### config.mk
export PLATFORM = sky130hd
export DESIGN_NAME = fbp_engine
export DESIGN_NICKNAME = d
export VERILOG_FILES = /design/src/rtl/fbp_pkg.sv /design/src/rtl/fbp_span_clip.sv /design/src/rtl/fbp_byte_store.sv /design/src/rtl/fbp_tick_counter.sv /design/src/rtl/fbp_engine.sv
export SDC_FILE = /design/constraint.sdc
export NUM_CORES = 1
export LEC_CHECK = 0
export CORE_ASPECT_RATIO = 0.5
export CORE_UTILIZATION = 50
export CTS_BUF_LIST = sky130_fd_sc_hd__clkbuf_4
export DETAILED_ROUTE_END_ITERATION = 7
export DONT_BUFFER_PORTS = 1
export GPL_TIMING_DRIVEN = 0
export PLACE_DENSITY_LB_ADDON = 0.2
export SYNTH_ARGS = -nofsm -noshare
export SYNTH_HDL_FRONTEND = slang
export SYNTH_SLANG_ARGS = --single-unit
### constraint.sdc
create_clock -name clk -period 9.3 [get_ports clk]
set_input_delay 0.93 -clock clk [delete_from_list [all_inputs] [get_ports clk]]
set_output_delay 0.93 -clock clk [all_outputs]
set_load 0.005 [all_outputs]
### src/rtl/fbp_pkg.sv
// Shared types and command codes for the flash byte program engine.
// Assumes a byte-wide flash device with a 64 KiB block size.
package fbp_pkg;
    localparam int CNT_W = 17;

    localparam logic [7:0] CMD_PROG = 8'h40;
    localparam logic [7:0] CMD_STAT = 8'h70;
    localparam logic [7:0] CMD_CLR  = 8'h50;
    localparam logic [7:0] CMD_READ = 8'hFF;

    typedef enum logic [4:0] {
        S_IDLE, S_FETCH, S_DUMMY, S_LANE, S_CMD, S_DATA, S_STREQ,
        S_POLL_RD, S_POLL_CHK, S_RDMODE, S_CLR_TMO, S_CLR_ERR,
        S_RWAIT, S_SETTLE, S_VRD, S_VCHK, S_FIN
    } fbp_state_t;

    typedef enum logic [1:0] {
        FBP_OK         = 2'd0,
        FBP_ERR_PROG   = 2'd1,
        FBP_ERR_VERIFY = 2'd2
    } fbp_err_t;
endpackage

### src/rtl/fbp_span_clip.sv
// Computes the effective run length: the smallest of the request, the
// bytes left in the 64 KiB block, and the replay buffer capacity.
// Assumes CAP fits in 17 bits. Purely combinational.
module fbp_span_clip #(
    parameter int CAP = 16
) (
    input  logic [15:0]               addr_lo,
    input  logic [fbp_pkg::CNT_W-1:0] req,
    output logic [fbp_pkg::CNT_W-1:0] eff
);
    localparam int W = fbp_pkg::CNT_W;
    localparam logic [W-1:0] CAP_V = W'(CAP);

    logic [W-1:0] room;
    logic [W-1:0] lim;

    // Choose the tightest of the three limits.
    always_comb begin
        room = 17'h10000 - {1'b0, addr_lo};
        lim  = (req < room) ? req : room;
        eff  = (lim < CAP_V) ? lim : CAP_V;
    end
endmodule

### src/rtl/fbp_byte_store.sv
// Small replay buffer: holds each accepted byte so that it can be
// programmed again on retry and compared during read-back.
// Assumes DEPTH is at least 2. Read is combinational.
module fbp_byte_store #(
    parameter int DEPTH = 16,
    localparam int AW = $clog2(DEPTH)
) (
    input  logic          clk,
    input  logic          we,
    input  logic [AW-1:0] waddr,
    input  logic [7:0]    wdata,
    input  logic [AW-1:0] raddr,
    output logic [7:0]    rdata
);
    logic [7:0] cells [DEPTH];

    // Store one byte per accepted handshake.
    always_ff @(posedge clk) begin
        if (we) begin
            cells[waddr] <= wdata;
        end
    end

    assign rdata = cells[raddr];
endmodule

### src/rtl/fbp_tick_counter.sv
// Saturating cycle counter. It raises reached once LIMIT increments have
// been counted since the last clear. Assumes LIMIT >= 1.
module fbp_tick_counter #(
    parameter int LIMIT = 16,
    localparam int W = $clog2(LIMIT + 1)
) (
    input  logic clk,
    input  logic rst_n,
    input  logic clr,
    input  logic inc,
    output logic reached
);
    logic [W-1:0] cnt;

    assign reached = (cnt >= W'(LIMIT));

    // Count up to the limit and stay there until cleared.
    always_ff @(posedge clk) begin
        if (!rst_n || clr) begin
            cnt <= '0;
        end else if (inc && !reached) begin
            cnt <= cnt + 1'b1;
        end
    end
endmodule

### src/rtl/fbp_engine.sv
// Flash byte program engine (top). It programs a clipped run of streamed
// bytes, one bus action per cycle: a dummy read, the lane load, the
// command, the data, the status request, status polls and a return to
// read mode. It retries on a stuck busy status or a device-reported
// program error, then reads the run back and compares it with the
// buffered copy. Assumes ADDR_W >= 17 and that fl_rdata is valid one
// cycle after fl_rd.
module fbp_engine
    import fbp_pkg::*;
#(
    parameter int ADDR_W      = 20,
    parameter int BUF_DEPTH   = 16,
    parameter int BYTE_TMO    = 1000,
    parameter int RETRY_WAIT  = 500,
    parameter int SETTLE_WAIT = 500,
    parameter int BLOCK_TMO   = 30000
) (
    input  logic              clk,
    input  logic              rst_n,
    input  logic              start,
    input  logic [ADDR_W-1:0] start_addr,
    input  logic [16:0]       req_count,
    input  logic              in_valid,
    input  logic [7:0]        in_data,
    output logic              in_ready,
    output logic              lane_we,
    output logic [1:0]        lane_val,
    output logic              fl_rd,
    output logic              fl_wr,
    output logic [ADDR_W-1:0] fl_addr,
    output logic [7:0]        fl_wdata,
    input  logic [7:0]        fl_rdata,
    output logic              busy,
    output logic              done,
    output logic [16:0]       written_count,
    output logic [1:0]        err_code
);
    localparam int IDX_W = $clog2(BUF_DEPTH);
    localparam logic [ADDR_W-1:0] ADDR_STAT = ADDR_W'(32'h0_8000);
    localparam logic [ADDR_W-1:0] ADDR_SREQ = ADDR_W'(32'h1_0000);

    fbp_state_t        state;
    logic [ADDR_W-1:0] base;
    logic [CNT_W-1:0]  total;
    logic [CNT_W-1:0]  idx;
    logic [CNT_W-1:0]  eff_len;
    logic              stat_err;
    fbp_err_t          res;
    fbp_err_t          err_q;
    logic [ADDR_W-1:0] cur_addr;
    logic [ADDR_W-1:0] word_addr;
    logic [7:0]        buf_rd;
    logic              last;
    logic              byte_exp, blk_exp, retry_exp, settle_exp;

    assign cur_addr  = base + ADDR_W'(idx);
    assign word_addr = {cur_addr[ADDR_W-1:2], 2'b00};
    assign last      = (idx == total - 1'b1);
    assign busy      = (state != S_IDLE);
    assign in_ready  = (state == S_FETCH);
    assign err_code  = err_q;

    fbp_span_clip #(.CAP(BUF_DEPTH)) u_clip (
        .addr_lo (start_addr[15:0]),
        .req     (req_count),
        .eff     (eff_len)
    );

    fbp_byte_store #(.DEPTH(BUF_DEPTH)) u_store (
        .clk   (clk),
        .we    (in_ready && in_valid),
        .waddr (idx[IDX_W-1:0]),
        .wdata (in_data),
        .raddr (idx[IDX_W-1:0]),
        .rdata (buf_rd)
    );

    fbp_tick_counter #(.LIMIT(BYTE_TMO)) u_byte_tmr (
        .clk(clk), .rst_n(rst_n),
        .clr(state == S_STREQ), .inc(state == S_POLL_CHK), .reached(byte_exp)
    );

    fbp_tick_counter #(.LIMIT(BLOCK_TMO)) u_blk_tmr (
        .clk(clk), .rst_n(rst_n),
        .clr(state == S_IDLE), .inc(1'b1), .reached(blk_exp)
    );

    fbp_tick_counter #(.LIMIT(RETRY_WAIT)) u_retry_tmr (
        .clk(clk), .rst_n(rst_n),
        .clr(state != S_RWAIT), .inc(1'b1), .reached(retry_exp)
    );

    fbp_tick_counter #(.LIMIT(SETTLE_WAIT)) u_settle_tmr (
        .clk(clk), .rst_n(rst_n),
        .clr(state != S_SETTLE), .inc(1'b1), .reached(settle_exp)
    );

    // Sequencer: walks each byte through program, recovery and verify.
    always_ff @(posedge clk) begin
        if (!rst_n) begin
            state         <= S_IDLE;
            base          <= '0;
            total         <= '0;
            idx           <= '0;
            stat_err      <= 1'b0;
            res           <= FBP_OK;
            err_q         <= FBP_OK;
            done          <= 1'b0;
            written_count <= '0;
        end else begin
            done <= 1'b0;
            case (state)
                S_IDLE: begin
                    if (start) begin
                        base  <= start_addr;
                        total <= eff_len;
                        idx   <= '0;
                        res   <= FBP_OK;
                        state <= (eff_len == '0) ? S_FIN : S_FETCH;
                    end
                end
                S_FETCH:   if (in_valid) state <= S_DUMMY;
                S_DUMMY:   state <= S_LANE;
                S_LANE:    state <= S_CMD;
                S_CMD:     state <= S_DATA;
                S_DATA:    state <= S_STREQ;
                S_STREQ:   state <= S_POLL_RD;
                S_POLL_RD: state <= S_POLL_CHK;
                S_POLL_CHK: begin
                    if (fl_rdata[7]) begin
                        stat_err <= fl_rdata[4];
                        state    <= S_RDMODE;
                    end else if (byte_exp) begin
                        state <= S_CLR_TMO;
                    end else begin
                        state <= S_POLL_RD;
                    end
                end
                S_RDMODE: begin
                    if (stat_err) begin
                        state <= S_CLR_ERR;
                    end else if (last) begin
                        idx   <= '0;
                        state <= S_SETTLE;
                    end else begin
                        idx   <= idx + 1'b1;
                        state <= S_FETCH;
                    end
                end
                S_CLR_TMO: state <= S_DUMMY;
                S_CLR_ERR: begin
                    if (blk_exp) begin
                        res   <= FBP_ERR_PROG;
                        state <= S_FIN;
                    end else begin
                        state <= S_RWAIT;
                    end
                end
                S_RWAIT:  if (retry_exp) state <= S_DUMMY;
                S_SETTLE: if (settle_exp) state <= S_VRD;
                S_VRD:    state <= S_VCHK;
                S_VCHK: begin
                    if (fl_rdata != buf_rd) begin
                        res   <= FBP_ERR_VERIFY;
                        state <= S_FIN;
                    end else if (last) begin
                        state <= S_FIN;
                    end else begin
                        idx   <= idx + 1'b1;
                        state <= S_VRD;
                    end
                end
                S_FIN: begin
                    done          <= 1'b1;
                    written_count <= (res == FBP_OK) ? total : '0;
                    err_q         <= res;
                    state         <= S_IDLE;
                end
                default: state <= S_IDLE;
            endcase
        end
    end

    // Bus decode: one flash or lane action per state.
    always_comb begin
        fl_rd    = 1'b0;
        fl_wr    = 1'b0;
        fl_addr  = ADDR_STAT;
        fl_wdata = 8'h00;
        lane_we  = 1'b0;
        lane_val = cur_addr[1:0];
        case (state)
            S_DUMMY:   fl_rd = 1'b1;
            S_LANE:    lane_we = 1'b1;
            S_CMD:     begin fl_wr = 1'b1; fl_addr = word_addr; fl_wdata = CMD_PROG; end
            S_DATA:    begin fl_wr = 1'b1; fl_addr = word_addr; fl_wdata = buf_rd; end
            S_STREQ:   begin fl_wr = 1'b1; fl_addr = ADDR_SREQ; fl_wdata = CMD_STAT; end
            S_POLL_RD: fl_rd = 1'b1;
            S_RDMODE:  begin fl_wr = 1'b1; fl_wdata = CMD_READ; end
            S_CLR_TMO,
            S_CLR_ERR: begin fl_wr = 1'b1; fl_wdata = CMD_CLR; end
            S_VRD:     begin fl_rd = 1'b1; fl_addr = cur_addr; end
            default:   ;
        endcase
    end


    clip_bound_chk: assert property (@(posedge clk) disable iff (!rst_n)
        done |-> (({2'b00, base[15:0]} + {1'b0, written_count}) <= 18'h10000)
                 && (written_count <= 17'(BUF_DEPTH)));


    err_zero_chk: assert property (@(posedge clk) disable iff (!rst_n)
        (done && err_code != 2'd0) |-> (written_count == '0));


    bus_excl_chk: assert property (@(posedge clk) disable iff (!rst_n)
        !(fl_rd && fl_wr));


    stuck_clear_chk: assert property (@(posedge clk) disable iff (!rst_n)
        (state == S_POLL_CHK && !fl_rdata[7] && byte_exp)
        |=> (fl_wr && fl_wdata == CMD_CLR && fl_addr == ADDR_STAT));


    retry_gate_chk: assert property (@(posedge clk) disable iff (!rst_n)
        (state == S_CLR_ERR && !blk_exp) |=> (!done && busy));


    ready_busy_chk: assert property (@(posedge clk) disable iff (!rst_n)
        in_ready |-> busy);


    done_pulse_chk: assert property (@(posedge clk) disable iff (!rst_n)
        done |=> !done);
endmodule

# --- Yosys cells after proc, flatten, opt, wreduce, memory -nomap -nowiden ---
# Memory sizes are Yosys's and may differ from the RTL's. A register that Yosys moved wholly into a read port is not among the register bits.
# Cells that the tools add are included.
classes:
  n_lt_le_gt_ge: 6
  reduce_logical: 23
  add_sub_neg: 8
  muxes: 36
  eq_ne: 29
op_table:
  columns: ["op", "n"]
  rows:
  - ["17-bit two-way mux", 8]
  - ["5-bit one-hot mux with 16 select lines", 1]
  - ["20-bit one-hot mux with 3 select lines", 1]
  - ["17-bit one-hot mux with 3 select lines", 1]
  - ["5-bit by 4-bit == test with 1-bit output, second input constant", 8]
  - ["5-bit two-way mux", 8]
  - ["8-bit one-hot mux with 5 select lines", 1]
  - ["4-bit two-way mux", 6]
  - ["20-bit by 17-bit adder with 20-bit output", 1]
  - ["5-bit by 3-bit == test with 1-bit output, second input constant", 4]
  - ["9-bit by 1-bit adder with 9-bit output, second input constant", 2]
  - ["9-bit >= comparator, second input constant", 2]
  - ["2-bit != test, second input constant", 9]
  - ["17-bit by 1-bit adder with 17-bit output, second input constant", 1]
  - ["17-bit == test", 1]
  - ["17-bit zero test", 1]
  - ["17-bit less-than comparator", 1]
  - ["17-bit by 5-bit less-than comparator with 1-bit output, second input constant", 1]
  - ["17-bit by 1-bit subtractor with 17-bit output, second input constant", 1]
  - ["17-bit by 16-bit subtractor with 17-bit output, first input constant", 1]
  - ["15-bit by 1-bit adder with 15-bit output, second input constant", 1]
  - ["15-bit >= comparator, second input constant", 1]
  - ["10-bit by 1-bit adder with 10-bit output, second input constant", 1]
  - ["5-bit by 2-bit == test with 1-bit output, second input constant", 2]
  - ["21 further kinds", 38]
totals:
  output_inout_bits: 55
  elab_cells: 116
  inputBits: 57
  reg_bits: 125
  n_memories: 1
  ramBits: 128
mem_list:
  columns: ["name", "depth", "word_bits", "rd", "rd_clocked_by_memory_dff", "wr", "line_no", "text"]
  rows:
  - ["u_store.cells", 16, 8, 1, 1, 1, "fbp_byte_store.sv:15", "logic [7:0] cells [DEPTH];"]

# --- Logic depth before layout (Yosys ltp) ---
# Gate-level depths: netlist (run 1).
depth:
  depth_word: 9
  depth_mapped: 16
  depth_no_buf: 15

# --- Cells and area by module ---
# From an unflattened synthesis (run 1), not the netlist that was laid out.
hier_totals:
  cells_unflattened: 1334
  hier_area_um2: 13634.3
by_module_without_submodules:
  columns: ["mod", "cells_each", "area_each_um2", "seq_area_each_um2", "n_inst"]
  rows:
  - ["fbp_engine", 704, 5306.3, 1641.6, 1]
  - ["fbp_byte_store", 221, 4987.3, 3843.7, 1]
  - ["fbp_span_clip", 136, 985.9, 0.0, 1]
  - ["fbp_tick_counter (u_retry_tmr ...)", 56, 485.5, 180.2, 2]
  - ["fbp_tick_counter (u_blk_tmr)", 104, 862.1, 300.3, 1]
  - ["fbp_tick_counter (u_byte_tmr)", 57, 521.8, 200.2, 1]

# --- Worst setup path after synthesis (run 1) ---
# OpenSTA, ideal clock, no wires.
synth_path:
  path_kind: "input-to-reg"
  start: "in start_addr[0]"
  end: "reg state[4]"
  path_stages: 16
  required_ps: 9236
  slack_ps: 4705
  arrival_time_ps: 4530
  setup_ps: 64
  path_cell_list: "inv_1 -> ha_1 -> or3b_2 -> clkbuf_1 -> nor4_2 -> nand2_1 -> xnor2_1 -> ha_1 -> nand4_1 -> or2_2 -> o221a_2 -> o21ai_1 -> mux2_2 -> a211oi_1 -> a21oi_1 -> nor2_1"
synth_via:
  elab_chain_len: 9
synth_lines:
  columns: ["item", "line_no", "text"]
  rows:
  - ["start: declaration", "fbp_engine.sv:21", "input logic [ADDR_W-1:0] start_addr,"]
  - ["17-bit by 16-bit subtractor with 17-bit output (*)", "fbp_span_clip.sv:19", "room = 17'h10000 - {1'b0, addr_lo};"]
  - ["17-bit less-than comparator", "fbp_span_clip.sv:20", "lim = (req < room) ? req : room;"]
  - ["17-bit two-way mux (*)", "fbp_span_clip.sv:20", null]
  - ["17-bit by 5-bit less-than comparator with 1-bit output", "fbp_span_clip.sv:21", "eff = (lim < CAP_V) ? lim : CAP_V;"]
  - ["17-bit two-way mux (*)", "fbp_span_clip.sv:21", null]
  - ["17-bit zero test (*)", "fbp_engine.sv:119", "state <= (eff_len == '0) ? S_FIN : S_FETCH;"]
  - ["5-bit two-way mux (*)", "fbp_engine.sv:119", null]
  - ["5-bit two-way mux (*)", "fbp_engine.sv:114", "if (start) begin"]
  - ["5-bit one-hot mux with 16 select lines (*)", "fbp_engine.sv:112", "case (state)"]
  - ["end signal: assignment", "fbp_engine.sv:119", null]
  - ["end: declaration", "fbp_engine.sv:42", "fbp_state_t state;"]
# Mark *: on every way between the ends. The rest lies on a longest branch, timed or not. The select of a mux whose other input is x is not followed.
# A chain may end at the register's enable or synchronous reset.

# --- Worst setup path in the final report (run 1) ---
layout_path:
  start: "reg idx[1]"
  end: "out fl_addr[15]"
layout_via:
  elab_chain_len: 2
layout_lines:
  columns: ["item", "line_no", "text"]
  rows:
  - ["start: declaration", "fbp_engine.sv:45", "logic [CNT_W-1:0] idx;"]
  - ["start signal: assignment", "fbp_engine.sv:146", "idx <= idx + 1'b1;"]
  - ["start signal: assignment", "fbp_engine.sv:169", "idx <= idx + 1'b1;"]
  - ["20-bit by 17-bit adder with 20-bit output", "fbp_engine.sv:56", "assign cur_addr = base + ADDR_W'(idx);"]
  - ["20-bit one-hot mux with 3 select lines", "fbp_engine.sv:192", "case (state)"]
  - ["end: declaration", "fbp_engine.sv:30", "output logic [ADDR_W-1:0] fl_addr,"]
# No other way between the ends.

==> flow_summary.yaml, run 1 <==
outcome:
  outcome: "finished clean"
synth:
  synth_top_area_cell: "edfxtp_1"
  synth_nets: 1347
  yosysUniqueCellTypes: 74
  synth_edf_count: 128
  synthTopCellsByArea: "edfxtp_1, dfxtp_1, mux4_2"
  ys_seq_area_share_pct: 48.8
  syn_inst: 1242
  yosysWarnings: 0
  synth_ff_type: "dfxtp_1"
  yosysMostFrequentCell: "dfxtp_1"
  syn_area_sq_um: 13200
  netlist.area_leader.share_pct: 29.2
  netlist_top_cells_count: "dfxtp_1, edfxtp_1, nand2_1"
  yosys_register_bits: 257
  async_flop_share_pct: 0
  avgSynthCellArea_sq_um: 10.6
clock_network:
  clock_latency_ps: 750
  cts_hold_buf: 0
  cts_tree: "built"
  cts-root-buf: "clkbuf_4"
  cts_sinks: 257
  cts_max_level: 2
  clock_path_buffers: 3
  cts_inserted_buffers: 58
  ctsResizeCount: 0
  clk_pin_slew_worst_paths_ps: 80
  cts_setup_buffers: 0
global_route:
  antenna_found_initial: 1
  grt_max_degree: 18
  overflow: 0
  grt_pass1_wl_mm: 51.9
  grt_use_total_pct: 25.0
  grt_pass1_vias: 9611
floorplanning:
  die_w_microns: 232
  row_count: 41
  core_area_sq_um: 25500
  initial_core_util_pct: 51.6
  pin_count: 112
  die_y_microns: 117
  dieArea_sq_um: 27100
power_and_ir_drop:
  seq_power_share_pct: 47.4
  p_total_mw: 2.63
  p_per_area_nw_per_um2: 183
  leakage_nw: 5.10
  p_int_mw: 1.85
  vdd_drop_max_mv: 0.0809
  power_frac_comb_pct: 17.3
  swShare_pct: 29.8
  power.switching_uw: 784
  clock_power_share_pct: 35.3
timing:
  final-setup-viol-count: 0
  fmax_ghz: 0.198
  hold_slack_ps: 276
  worst_slack_ps: 4250
  maxSlewViolCount: 0
  setup_tns_ps: 0
  rsz0062_at_grt: "false"
  fin_worst_skew_ps: 62.8
  relSlewSlack_pct: 18.4
  worst_pin_slew_ps: 1210
  hold_viol: 0
  fin_crit_sh_pct: 54.3
  fin_crit_ps: 5050
worst_setup_path:
  end_kind: "output pin"
  path_buf_inv: 0
  crit_fanout: 9
  crit_path_start: "idx[1]"
  r2r_slack_ps: 4980
  critPathTopFamily: "compound AO/OA/AOI/OAI gates"
  reg2reg_depth: 11
  r2r_end: "idx[11]"
  cp_num_cells: 10
  arrival_ps: 4120
  required_ps: 8370
  crit_slowest_cell: "a2111oi_0"
  crit_chain: "ha_1 -> a21o_1 -> a21oi_1 -> o21bai_1 -> a2111oi_0 -> o31ai_1 -> a31o_2 -> or4_1 -> nand3_1 -> o2111ai_1"
  max_stage_delay_ps: 660
  crit_type: "reg -> out"
  cp-start-kind: "flip-flop"
  crit_end: "fl_addr[15]"
place:
  place_ws_ps: 3730
  placed_cells: 1586
  portBuffers: 0
  dp_hpwl_mm: 24.5
  place.gp.congestion: 0.930
hold_path:
  hold_path_class: "in -> reg"
finish:
  area_growth_pct: 9.31
  instances_no_fill: 1696
  nets: 1407
  drive_above_1_share_pct: 11.3
drt:
  first_pass_iters: 5
  drt_iter0_markers: 690
  vias: 10100
  vias_per_cell: 5.94
  drc: 0
  final_antenna_net_count: 0
  wl_mm: 33.7
  routedWlPerCell_microns: 19.9
run:
  maxCapViolations: 0
[layer usage]
| metal | track usage (%) | part of all wire (%) |
|---|---|---|
| met5 | 0 | 0 |
| met4 | 10.1 | 3.2 |
| met3 | 6.01 | 8.4 |
| met2 | 39.3 | 44 |
| met1 | 33.6 | 44 |
[flip-flops by register name (all words and copies together), names as in the netlist, named ones only]
signal / cells
u_settle_tmr.cnt: 9
u_retry_tmr.cnt: 9
stat_err: 1
idx: 17
u_blk_tmr.cnt: 15
base: 20
written_count: 17
err_code: 2
u_byte_tmr.cnt: 10
u_store.cells: 128
res: 2
total: 17
done: 1
state: 5
[cell families after synthesis]
logic type,Yosys count,share of synthesized area (%)
AO/OA/AOI/OAI,238,12.6
XOR/XNOR,102,6.78
flip-flops,257,48.8
adder cells (fa/ha/maj),48,4.61
buffers and inverters,99,3.00
AND/OR/NAND/NOR,436,16.5
multiplexers,62,7.79
[final cells by class]
cell class,instances,area (sq um)
Buffer,62,256
Clock inverter,36,231
Sequential cell,257,6430
Antenna cell,2,5.00
Inverter,37,139
Fill cell,2209,11100
Multi-Input combinational cell,886,6380
Tap cell,344,430
Clock buffer,72,541
[worst reg2reg max path, stage by stage (launching register included)]
cell	delay, ps
dfxtp_1	370
buf_2	250
buf_2	370
buf_1	590
mux2i_1	380
mux2i_1	210
xnor2_1	220
o211ai_1	260
a211oi_4	520
o211ai_1	330
or4_1	520
a21oi_1	180
[metrics by stage]
| step | area [sq um] | utilization, % |
|---|---|---|
| CTS | 14400 | 56.4 |
| floorplan | 13200 | - |
| finish | 14400 | 56.4 |
| detailed placement | 13600 | 53.3 |
| global placement | 13600 | 53.3 |
| global route | 14400 | 56.4 |
[power groups by stage]
| stage | clock network [mW] | logic (mW) | registers (mW) |
|---|---|---|---|
| after CTS | 0.953 | 0.453 | 1.25 |
| after floorplan | 0 | 0.341 | 1.26 |
| final | 0.927 | 0.456 | 1.25 |
| after detailed placement | 0 | 0.451 | 1.27 |
| after global routing | 1.01 | 0.498 | 1.25 |
| after global placement | 0 | 0.441 | 1.27 |
[cells in the final DEF, fill, tap and decap left out, types with 16 or more instances in the layout]
master,count
a21boi_0,34
a21oi_1,53
and3_1,32
clkbuf_1,52
clkbuf_4,72
clkinv_1,25
dfxtp_1,129
edfxtp_1,128
ha_1,47
inv_1,37
mux2i_1,26
mux4_2,32
nand2_1,118
nand3_1,32
nand4_1,20
nor2_1,103
nor2b_1,16
nor3_1,29
nor4_1,17
o21ai_0,31
or3_1,17
xnor2_1,48
xor2_1,54
[worst min-delay path by stage]
stage,start,to,slack [ps],cells past startpoint
final,in_data[3],u_store.cells[15][3],280,0
after global routing,in_data[4],u_store.cells[9][4],220,0
after CTS,in_data[4],u_store.cells[2][4],210,0
after detailed placement,u_retry_tmr.cnt[8],u_retry_tmr.cnt[8],460,2
after global placement,u_byte_tmr.cnt[9],u_byte_tmr.cnt[9],450,2
after floorplan,u_byte_tmr.cnt[9],u_byte_tmr.cnt[9],440,2
(Power assumes the default switching activity.)
==> run 2, diff against run 1 <==
Clock period 9.3 ns to 4.1 ns, I/O delays scaled along.
==> flow_summary.yaml, run 2 (same netlist as run 1, synthesis figures left out) <==
hold_path:
  hold_depth: 3
  min_from: "start_addr[13]"
  hold_path_class: "in -> reg"
  hold_path_end: "base[13]"
clock_network:
  cts_sinks: 257
  cts_max_level: 2
  clk_pin_slew_worst_paths_ps: 90
  cts_inserted_buffers: 58
  cts-root-buf: "clkbuf_4"
  clock_latency_ps: 750
  clock_path_buffers: 3
  cts_tree: "built"
outcome:
  outcome: "finished clean"
timing:
  worst_pin_slew_ps: 1210
  rsz0062_at_grt: "false"
  hold_viol: 0
  fin_crit_ps: 3920
  fin_worst_skew_ps: 58.0
  fin_crit_sh_pct: 95.7
  final-setup-viol-count: 0
  fmax_ghz: 0.255
  relSlewSlack_pct: 18.4
  maxSlewViolCount: 0
finish:
  fillers: 2182
  final_common_cell: "edfxtp_1"
  multi_input_area_sq_um: 6460
  top_regs: "u_store.cells: 128 flops, base: 20 flops"
  fin_util_pct: 57.9
  nets: 1436
  instances_no_fill: 1725
  drive_above_1_share_pct: 12.4
  area_growth_pct: 12.2
  largest_register: "u_store.cells"
  largest_register_ffs: 128
  regArea_sq_um: 6430
  layout_common_cells: "edfxtp_1, dfxtp_1, nand2_1"
global_route:
  overflow: 0
  grt_max_degree: 18
  grt_pass1_vias: 9789
  grt_pass1_wl_mm: 52.7
  grt_use_total_pct: 25.3
  antenna_found_initial: 1
power_and_ir_drop:
  p_int_mw: 4.21
  leakage_nw: 5.27
  vdd_drop_max_mv: 0.184
  power.switching_mw: 1.82
  clock_power_share_pct: 35.0
  power_frac_comb_pct: 18.1
  p_total_mw: 6.02
  p_per_area_nw_per_um2: 408
  seq_power_share_pct: 47.0
  swShare_pct: 30.1
floorplanning:
  die_y_microns: 117
  core_area_sq_um: 25500
  initial_core_util_pct: 51.6
  die_w_microns: 232
  dieArea_sq_um: 27100
  pin_count: 112
  row_count: 41
run:
  maxCapViolations: 0
place:
  place.gp.congestion: 0.930
  dp_hpwl_mm: 24.5
  portBuffers: 0
  placed_cells: 1586
drt:
  routedWlPerCell_microns: 20.0
  drt_iter0_markers: 739
  first_pass_iters: 7
  wl_mm: 34.5
  drc: 0
  vias: 10200
  vias_per_cell: 5.91
  final_antenna_net_count: 0
worst_setup_path:
  r2r_slack_ps: 180
  cp-start-kind: "flip-flop"
  end_kind: "output pin"
  crit_path_start: "idx[1]"
  arrival_ps: 3510
  reg2reg_depth: 12
  crit_type: "reg -> out"
  crit_fanout: 9
  r2r_end: "idx[16]"
  required_ps: 3690
## run 2: how the worst max path moves through the flow
| stage | slack, ps | endpoint | depth (start not counted) |
|---|---|---|---|
| floorplan | 30 | state[4] | 16 |
| global placement | -870 | state[4] | 16 |
| detailed placement | -950 | state[4] | 16 |
| CTS | 7 | fl_addr[15] | 10 |
| global route | 20 | fl_addr[18] | 11 |
| finish | 180 | fl_addr[15] | 10 |
## run 2: repair_timing
| item | 4_1_cts | 5_1_grt |
|---|---|---|
| buffers inserted | 0 | 3 |
| hold buffers | 26 | 0 |
| hold endpoints to repair | 146 | 0 |
| gates resized for setup | 10 | 14 |
| setup endpoints to repair | 20 | 30 |
| cloned | 0 | 0 |
| pin swaps | 1 | 4 |
## run 2: power groups by stage
stage	registers, mW	clock network, mW	logic [mW]
4_1_cts	2.83	2.16	1.07
3_5_place_dp	2.88	0	1.02
6_report	2.83	2.11	1.09
2_1_floorplan	2.86	0	0.773
5_1_grt	2.83	2.28	1.18
3_3_place_gp	2.88	0	1.00
## run 2: layout make-up
| cell class | count | share of cell area [%] |
|---|---|---|
| multi-input combinational | 886 | 43.7 |
| sequential | 257 | 43.5 |
| clock buffer | 72 | 3.66 |
| tap | 344 | 2.91 |
| timing repair buffer | 29 | 1.91 |
| buffer | 62 | 1.77 |
| clock inverter | 36 | 1.57 |
| inverter | 37 | 0.940 |
| antenna | 2 | 0.0339 |
## run 2: worst max-delay path, cell delays in order, from the launching register on
cell and delay (ps):
dfxtp_4 390, ha_1 290, a21o_1 180, a21oi_1 210, o21bai_1 180, a2111oi_4 370, o31ai_2 140, a31o_2 260
or4_1 390, nand3_1 130, o2111ai_1 220
## run 2: metal layers
metal | track usage, % | wire length [microns] | up-vias
met5 | 0 | 0 | -
met4 | 10.2 | 1050 | 0
met3 | 5.94 | 2530 | 83
met2 | 40.4 | 15600 | 372
met1 | 33.8 | 15300 | 4958
li1 | - | - | 4790
## run 2: stage by stage
stage	setup slack, ps	TNS, ps	hold WS, ps	cell area (sq um)
6_report	176	0	53.9	14800
5_1_grt	16.8	0	30.1	14800
4_1_cts	7.08	0	4.18	14700
3_5_place_dp	-953	-4150	462	13600
3_3_place_gp	-867	-3260	450	13600
2_1_floorplan	25.4	0	436	13200
